--- config.mk ---
export PLATFORM = sky130hd
export DESIGN_NAME = hts_latency_meter
export DESIGN_NICKNAME = d
export VERILOG_FILES = /design/src/rtl/hts_pkg.sv /design/src/rtl/hts_tx_embed.sv /design/src/rtl/hts_rx_rebuild.sv /design/src/rtl/hts_lat_calc.sv /design/src/rtl/hts_latency_meter.sv
export SDC_FILE = /design/constraint.sdc
export NUM_CORES = 1
export LEC_CHECK = 0
export ABC_AREA = 0
export BUFFER_PORTS_ARGS = -buffer_cell sky130_fd_sc_hd__buf_2
export CORE_MARGIN = 2
export CORE_UTILIZATION = 55
export CTS_CLUSTER_SIZE = 40
export DETAILED_ROUTE_END_ITERATION = 12
export PLACE_DENSITY_LB_ADDON = 0.05
export SYNTH_ARGS = -nofsm -noshare
export SYNTH_HDL_FRONTEND = slang
export SYNTH_HIERARCHICAL = 1
export SYNTH_SLANG_ARGS = --single-unit
--- constraint.sdc ---
create_clock -name clk -period 7.7 [get_ports clk]
set_input_delay 1.155 -clock clk [delete_from_list [all_inputs] [get_ports clk]]
set_output_delay 1.155 -clock clk [all_outputs]
set_load 0.02 [all_outputs]
--- src/rtl/hts_pkg.sv ---
package hts_pkg;
  localparam int HTS_FIELD_W_DEF = 16;
  localparam int HTS_NFIELDS     = 3;
  typedef enum logic {
    STAMP_SHORT = 1'b0,
    STAMP_LONG  = 1'b1
  } stamp_mode_e;
endpackage

--- src/rtl/hts_tx_embed.sv ---
module hts_tx_embed #(
  parameter int FIELD_W = 16,
  localparam int TS_W = 3 * FIELD_W
) (
  input  logic               clk,
  input  logic               rst,
  input  hts_pkg::stamp_mode_e mode,
  input  logic [FIELD_W-1:0] subnet,
  input  logic [TS_W-1:0]    ts_egress,
  input  logic               fire,
  input  logic [FIELD_W-1:0] txn_in,
  output logic               out_valid,
  output logic [FIELD_W-1:0] port_q,
  output logic [FIELD_W-1:0] ip_hi_q,
  output logic [FIELD_W-1:0] ip_lo_q,
  output logic [FIELD_W-1:0] txn_q
);
  always_ff @(posedge clk) begin
    if (rst) begin
      out_valid <= 1'b0;
      port_q    <= '0;
      ip_hi_q   <= '0;
      ip_lo_q   <= '0;
      txn_q     <= '0;
    end else begin
      out_valid <= fire;
      if (fire) begin
        port_q  <= ts_egress[FIELD_W-1:0];
        ip_lo_q <= ts_egress[2*FIELD_W-1:FIELD_W];
        ip_hi_q <= subnet;
        txn_q   <= (mode == hts_pkg::STAMP_LONG) ? ts_egress[TS_W-1:2*FIELD_W] : txn_in;
      end
    end
  end
endmodule

--- src/rtl/hts_rx_rebuild.sv ---
module hts_rx_rebuild #(
  parameter int FIELD_W = 16,
  localparam int NF = hts_pkg::HTS_NFIELDS,
  localparam int TS_W = NF * FIELD_W
) (
  input  logic [FIELD_W-1:0]   subnet,
  input  logic [FIELD_W-1:0]   dst_port,
  input  logic [2*FIELD_W-1:0] dst_ip,
  input  logic [FIELD_W-1:0]   txn,
  output logic [TS_W-1:0]      tx_stamp,
  output logic                 in_subnet
);
  logic [FIELD_W-1:0] slice [NF];

  assign slice[0] = dst_port;
  assign slice[1] = dst_ip[FIELD_W-1:0];
  assign slice[2] = txn;

  for (genvar gi = 0; gi < NF; gi++) begin : g_slice
    assign tx_stamp[gi*FIELD_W +: FIELD_W] = slice[gi];
  end

  assign in_subnet = (dst_ip[2*FIELD_W-1:FIELD_W] == subnet);
endmodule

--- src/rtl/hts_lat_calc.sv ---
module hts_lat_calc #(
  parameter int FIELD_W = 16,
  localparam int TS_W = 3 * FIELD_W,
  localparam int SHORT_W = 2 * FIELD_W
) (
  input  logic                 clk,
  input  logic                 rst,
  input  hts_pkg::stamp_mode_e mode,
  input  logic                 take,
  input  logic [TS_W-1:0]      rx_stamp,
  input  logic [TS_W-1:0]      tx_stamp,
  output logic                 lat_valid,
  output logic [TS_W-1:0]      lat
);
  logic [TS_W-1:0] diff;

  assign diff = rx_stamp - tx_stamp;

  always_ff @(posedge clk) begin
    if (rst) begin
      lat_valid <= 1'b0;
      lat       <= '0;
    end else begin
      lat_valid <= take;
      if (take) begin
        if (mode == hts_pkg::STAMP_LONG) lat <= diff;
        else lat <= {{(TS_W-SHORT_W){1'b0}}, diff[SHORT_W-1:0]};
      end
    end
  end
endmodule

--- src/rtl/hts_latency_meter.sv ---
module hts_latency_meter #(
  parameter int FIELD_W = hts_pkg::HTS_FIELD_W_DEF,
  localparam int TS_W = 3 * FIELD_W,
  localparam int IP_W = 2 * FIELD_W
) (
  input  logic               clk,
  input  logic               rst,
  input  logic               cfg_dns_en,
  input  logic [FIELD_W-1:0] cfg_subnet,
  input  logic [TS_W-1:0]    ts_now,
  input  logic               tx_valid,
  input  logic [FIELD_W-1:0] tx_txn_id_in,
  output logic               tx_out_valid,
  output logic [FIELD_W-1:0] tx_src_port,
  output logic [FIELD_W-1:0] tx_src_ip_hi,
  output logic [FIELD_W-1:0] tx_src_ip_lo,
  output logic [FIELD_W-1:0] tx_txn_id,
  input  logic               rx_valid,
  input  logic [FIELD_W-1:0] rx_dst_port,
  input  logic [IP_W-1:0]    rx_dst_ip,
  input  logic [FIELD_W-1:0] rx_txn_id,
  output logic               lat_valid,
  output logic [TS_W-1:0]    lat_ns
);
  hts_pkg::stamp_mode_e mode;
  logic [TS_W-1:0] rebuilt;
  logic            in_subnet;

  assign mode = cfg_dns_en ? hts_pkg::STAMP_LONG : hts_pkg::STAMP_SHORT;

  hts_tx_embed #(.FIELD_W(FIELD_W)) u_tx (
    .clk(clk), .rst(rst), .mode(mode), .subnet(cfg_subnet),
    .ts_egress(ts_now), .fire(tx_valid), .txn_in(tx_txn_id_in),
    .out_valid(tx_out_valid), .port_q(tx_src_port), .ip_hi_q(tx_src_ip_hi),
    .ip_lo_q(tx_src_ip_lo), .txn_q(tx_txn_id)
  );

  hts_rx_rebuild #(.FIELD_W(FIELD_W)) u_rx (
    .subnet(cfg_subnet), .dst_port(rx_dst_port), .dst_ip(rx_dst_ip),
    .txn(rx_txn_id), .tx_stamp(rebuilt), .in_subnet(in_subnet)
  );

  hts_lat_calc #(.FIELD_W(FIELD_W)) u_calc (
    .clk(clk), .rst(rst), .mode(mode), .take(rx_valid && in_subnet),
    .rx_stamp(ts_now), .tx_stamp(rebuilt), .lat_valid(lat_valid), .lat(lat_ns)
  );
endmodule

# Word level (Yosys, flattened, before mapping)
# Index checks and enable logic that the tools add are counted.
[op_classes] eq_ne=1 n_mul=0 n_addsub=1 n_shift=0 magnitude_cmp=0 n_reduce_logical=1 n_div=0 n_bitwise=0 n_mux=3
[ops] operator="$mux 48" count=1
[ops] operator="$sub 48x48->48" count=1
[ops] operator="$eq 16x16->1" count=1
[ops] operator="$mux 16" count=1
[ops] operator="$logic_and 1x1->1" count=1
[ops] operator="$mux 1" count=1
[totals] out_inout_bits=114 latch_bits=0 mem_bits_rw=0 mem_count=0 word_cells=13 rom_bits=0 regBits=114 input_bits=149

# Depth between registers and ports, before layout
[logic_depth] ltp_word=2 ltp_mapped=13 depth_no_buf=12

# By module
# Netlist, hierarchy kept.
[by_module_without_submodules] mod="hts_lat_calc" cells_each=599 seq_area_each_um2=980.9 n_inst=1 area_per_inst_um2=4603.2
[by_module_without_submodules] mod="hts_tx_embed" cells_each=228 seq_area_each_um2=1301.2 n_inst=1 area_per_inst_um2=2426.1
[by_module_without_submodules] mod="hts_rx_rebuild" cells_each=69 seq_area_each_um2=0.0 n_inst=1 area_per_inst_um2=538.0
[by_module_without_submodules] mod="hts_latency_meter" cells_each=1 seq_area_each_um2=0.0 n_inst=1 area_per_inst_um2=6.3

# Worst setup path after synthesis
# Ideal clock, no wire load.
[synth_timing] path_kind="in2reg" startpoint="input rx_dst_port[0]" endpoint="register u_calc.lat[40]" stages=12 setup_time_ns=0.063 required_time_ns=7.637 arrival_time_ns=3.611 path_buffers=1 setup_slack_ns=4.027 path_cell_list="buf_4 ha_1 fa_1 nand2b_1 a21oi_1 o2111ai_1 nand3_2 o41ai_4 o41ai_4 a311oi_4 or4_1 nand3_1"
[synth_between] elab_chain_cells=2
[synth_rtl] item="start, declared" line_no="hts_latency_meter.sv:19" source="input logic [FIELD_W-1:0] rx_dst_port,"
[synth_rtl] item="$sub 48x48->48" line_no="hts_lat_calc.sv:17" source="assign diff = rx_stamp - tx_stamp;"
[synth_rtl] item="$mux 48" line_no="hts_lat_calc.sv:26" source="if (mode == hts_pkg::STAMP_LONG) lat <= diff;"
[synth_rtl] item="end signal, assigned" line_no="hts_lat_calc.sv:26"
[synth_rtl] item="end signal, assigned" line_no="hts_lat_calc.sv:27" source="else lat <= {{(TS_W-SHORT_W){1'b0}}, diff[SHORT_W-1:0]};"
[synth_rtl] item="end, declared" line_no="hts_lat_calc.sv:13" source="output logic [TS_W-1:0] lat"
# Every way passes these cells.
# A chain may end at the register's enable or synchronous reset.

# Worst setup path in the final report
[layout_timing] startpoint="input cfg_subnet[3]" endpoint="register u_calc.lat[40]"
[layout_between] elab_chain_cells=2
[layout_rtl] item="start, declared" line_no="hts_latency_meter.sv:9" source="input logic [FIELD_W-1:0] cfg_subnet,"
[layout_rtl] item="$eq 16x16->1" line_no="hts_rx_rebuild.sv:23" source="assign in_subnet = (dst_ip[2*FIELD_W-1:FIELD_W] == subnet);"
[layout_rtl] item="net in_subnet" line_no="hts_latency_meter.sv:27" source="logic in_subnet;"
[layout_rtl] item="$logic_and 1x1->1" line_no="hts_latency_meter.sv:44" source=".clk(clk), .rst(rst), .mode(mode), .take(rx_valid && in_subnet),"
# The timed path passes the listed nets, and every way through them passes these cells.

==> reports/qor.log <==
qor: status.status finished, final reports clean
qor: timing.final.period_utilization 0.5019
qor: finish.layout-area-overhead-vs-synth 19.74%
qor: route.via_per_inst 5.420
qor: clock_tree.ctsHoldBuffers 0
qor: floorplanning.fp.dieH 121.3 um
qor: synthesis.synth_top_cell_by_area dfxtp_1
qor: hold_path.worstHoldPathCells 2
qor: clock_tree.cts_buffer_depth 2
qor: global_routing.globalRoute.totalOverflow 0
qor: synthesis.netlist_cell_types 68
qor: clock_tree.clock_tree_from_tritoncts built
qor: clock_tree.post-cts-setup-buffers 0
qor: synthesis.post-synth-top-area-fraction 0.3013
qor: timing.report.final.hold_viol_count 0
qor: floorplanning.effective_utilization_at_floorplan 0.5674
qor: synthesis.most_frequent_cell_after_synthesis dfxtp_1
qor: critical_path.ff2ff_setup_slack 6.71 ns
qor: floorplanning.die_width 121.3 um
qor: hold_path.timing.hold.worst.class reg2reg
qor: clock_tree.cts_max_level 4
qor: critical_path.critical_path.startpoint_type input port
qor: route.met3_routed_length 1417 um
qor: placed_design.finalWeightedCongestion 0.8711
qor: synthesis.mappedNetlistNets 1094
qor: synthesis.synth_area_leaders dfxtp_1 (30%), mux2i_1 (11%), ha_1 (7.8%), nor2_1 (5.6%), buf_4 (5.4%)
qor: critical_path.path_class in2reg
qor: route.routed_wire_length_per_instance 15.53 um
qor: critical_path.worstRegToRegCells 3
qor: route.initialDrtViolationCount 473
qor: critical_path.critical_path.endpoint_type flop
qor: timing.report.final.setup_viol 0
qor: clock_tree.cts-buffers-inserted 17
qor: timing.post-route-min-period 3.864 ns
qor: global_routing.antenna_found_initial 1
qor: floorplanning.ios 263
qor: synthesis.synth.ff_latch_count 114
qor: critical_path.arrival 4.21 ns
qor: finish.final_core_util 0.6794
qor: synthesis.synth_seq_area_share 0.3013
qor: timing.clock-skew-final 0 ns
qor: critical_path.timing.rr.start u_calc/lat[45]$_SDFFE_PP0P_
qor: placed_design.port_buffers 262
qor: timing.rsz0062_at_grt false
qor: placed_design.total_half_perimeter_wirelength_after_legalization_and_detailed_placement 15080 um
qor: synthesis.syn_area_per_cell 8.443 um2
qor: global_routing.grt_max_degree 96
qor: synthesis.synth_warnings 6
qor: clock_tree.cts.sink_count 114
qor: timing.max_slew_margin 0.2418
qor: finish.drive_gt1_frac 0.2771
qor: finish.number_of_diodes 0
qor: critical_path.path_max_fanout 26
qor: synthesis.synth_flop_cell dfxtp_1
qor: route.detailedRoute.firstPassIterationCount 5
qor: critical_path.worst-endpoint-required 8.05 ns
qor: clock_tree.clk-insertion-delay-late 0.41 ns
qor: critical_path.worstReg2RegEnd u_calc/lat[45]$_SDFFE_PP0P_
qor: clock_tree.clock_edge_transition_at_the_registers_on_the_reported_setup_and_hold_paths 0.05 ns
qor: route.topRoutingLayerUsed met5
qor: route.remaining_drc_errors 0
qor: synthesis.synth-edff-count 0
qor: timing.worstMarginPinSlew 1.137 ns
qor: synthesis.syn_area 7574 um2
qor: floorplanning.placement_rows 42
qor: route.route.vias.total 6900
qor: pwr.power-per-cell-area 192.8 nW/um2
qor: route.wl 19760 um
qor: global_routing.global_route.usage.total 0.2693
qor: finish.final_net_count 1284
qor: pwr.power.ir.vdd_worst 152.7 uV
qor: floorplanning.dieArea 14720 um2
qor: pwr.leakage 4.671 nW
qor: timing.fin_tns_setup 0 ns
qor: run.drv.max_cap_violation_count 0
qor: synthesis.synthCells 897
qor: clock_tree.cts_root_buffer clkbuf_16
qor: timing.number_of_max_slew_violations_in_the_final_report 0
qor: synthesis.asyncSetResetFlopFracSynth 0
qor: route.routedLengthMet1 9001 um
qor: route.wl_met2 9078 um
qor: floorplanning.placeableCoreArea 13350 um2
qor: global_routing.first_pass_grt_wire_length 31970 um
qor: hold_path.holdPathEnd u_calc/lat[27]$_SDFFE_PP0P_
qor: synthesis.synth_commonest_cells dfxtp_1 (114), nor2_1 (112), mux2i_1 (81)
qor: global_routing.first_global_vias 6605
qor: route.ant_nets 0
qor: timing.max_freq 258.8 MHz
qor: clock_tree.cts_repair_resize_count 0
qor: hold_path.min-delay-start u_calc/lat[27]$_SDFFE_PP0P_
logic make-up (layout without fill, tap and decap cells):
kind of cell / count (synthesis) / count (layout) / share of synthesized area
xor+xnor: 50 / 50 / 0.05782
compound gates: 215 / 215 / 0.1996
flops: 114 / 114 / 0.3013
simple gates: 234 / 234 / 0.1451
buf+inv: 155 / 355 / 0.1089
fa+ha+maj: 48 / 48 / 0.08029
mux: 81 / 81 / 0.1071
area by class of cell:
cell class	instances	area (um2)
Multi-Input combinational cell	628	4467
Clock buffer	23	478.0
Sequential cell	114	2282
Inverter	62	232.7
Tap cell	176	220.2
Clock inverter	6	57.56
Fill cell	1186	4279
Timing Repair Buffer	264	1331
power breakdown:
part	internal, W	switching (W)	leakage (nW)
logic	0.000172	0.000239	3.47
registers	0.000613	0.0000102	0.932
clock network	0.000460	0.000254	0.265
registers in the layout, summed over array words and instances (netlist names):
name / cells
u_tx/ip_lo_q: 16
u_calc/lat_valid: 1
u_tx/port_q: 16
u_tx/out_valid: 1
u_calc/lat: 48
u_tx/ip_hi_q: 16
u_tx/txn_q: 16
worst max-delay path: stages:
cell,delay (ns)
buf_2,0.11
xnor2_1,0.21
nand4_1,0.14
nor4_2,0.26
and2_1,0.15
buf_4,0.36
inv_2,0.23
nor2_1,0.50
nand2_1,0.40
or4_1,0.59
nand3_1,0.09
cells in the final DEF (no fill, tap or decap), drive strengths merged, types with 6 or more instances in the layout:
cell type / count
a211oi: 27
a21o: 36
a21oi: 54
a31oi: 6
and2: 7
buf: 264
clkbuf: 23
dfxtp: 114
ha: 47
inv: 62
mux2i: 81
nand2: 40
nand3: 15
nand4: 13
nor2: 112
nor2b: 8
nor3: 11
o21a: 11
o21ai: 32
o31ai: 6
or3: 6
xnor2: 39
xor2: 11
worst max path at each step:
stage / slack (ns) / to / cells past startpoint / start
3_5_place_dp: 3.44 / u_calc/lat[40]$_SDFFE_PP0P_ / 11 / cfg_subnet[3]
5_1_grt: 3.55 / u_calc/lat[40]$_SDFFE_PP0P_ / 11 / cfg_subnet[3]
3_3_place_gp: 3.56 / u_calc/lat[40]$_SDFFE_PP0P_ / 11 / cfg_subnet[3]
2_1_floorplan: 4.03 / u_calc/lat[40]$_SDFFE_PP0P_ / 12 / rx_dst_port[0]
4_1_cts: 3.85 / u_calc/lat[40]$_SDFFE_PP0P_ / 11 / cfg_subnet[3]
6_report: 3.84 / u_calc/lat[40]$_SDFFE_PP0P_ / 11 / cfg_subnet[3]
layer usage:
| metal | vias to the layer above | global-route usage |
|---|---|---|
| li1 | 3490 | - |
| met1 | 3154 | 0.3482 |
| met2 | 237 | 0.4403 |
| met3 | 17 | 0.07002 |
| met4 | 2 | 0.08261 |
| met5 | - | 0 |
through the flow:
stage | worst slack, ns | instance area (um2) | cells | hold slack (ns) | total power (W)
after global placement | 3.558 | 8533 | 1244 | 0.4350 | 0.001037
after CTS | 3.849 | 9069 | 1273 | 0.4541 | 0.001759
final | 3.836 | 9069 | 1273 | 0.4494 | 0.001749
after floorplan | 4.027 | 7574 | 897 | 0.5316 | 0.0009392
after global routing | 3.552 | 9069 | 1273 | 0.4928 | 0.001831
after detailed placement | 3.440 | 8533 | 1244 | 0.4420 | 0.001040
No activity file was read; power rests on OpenSTA's default activity.
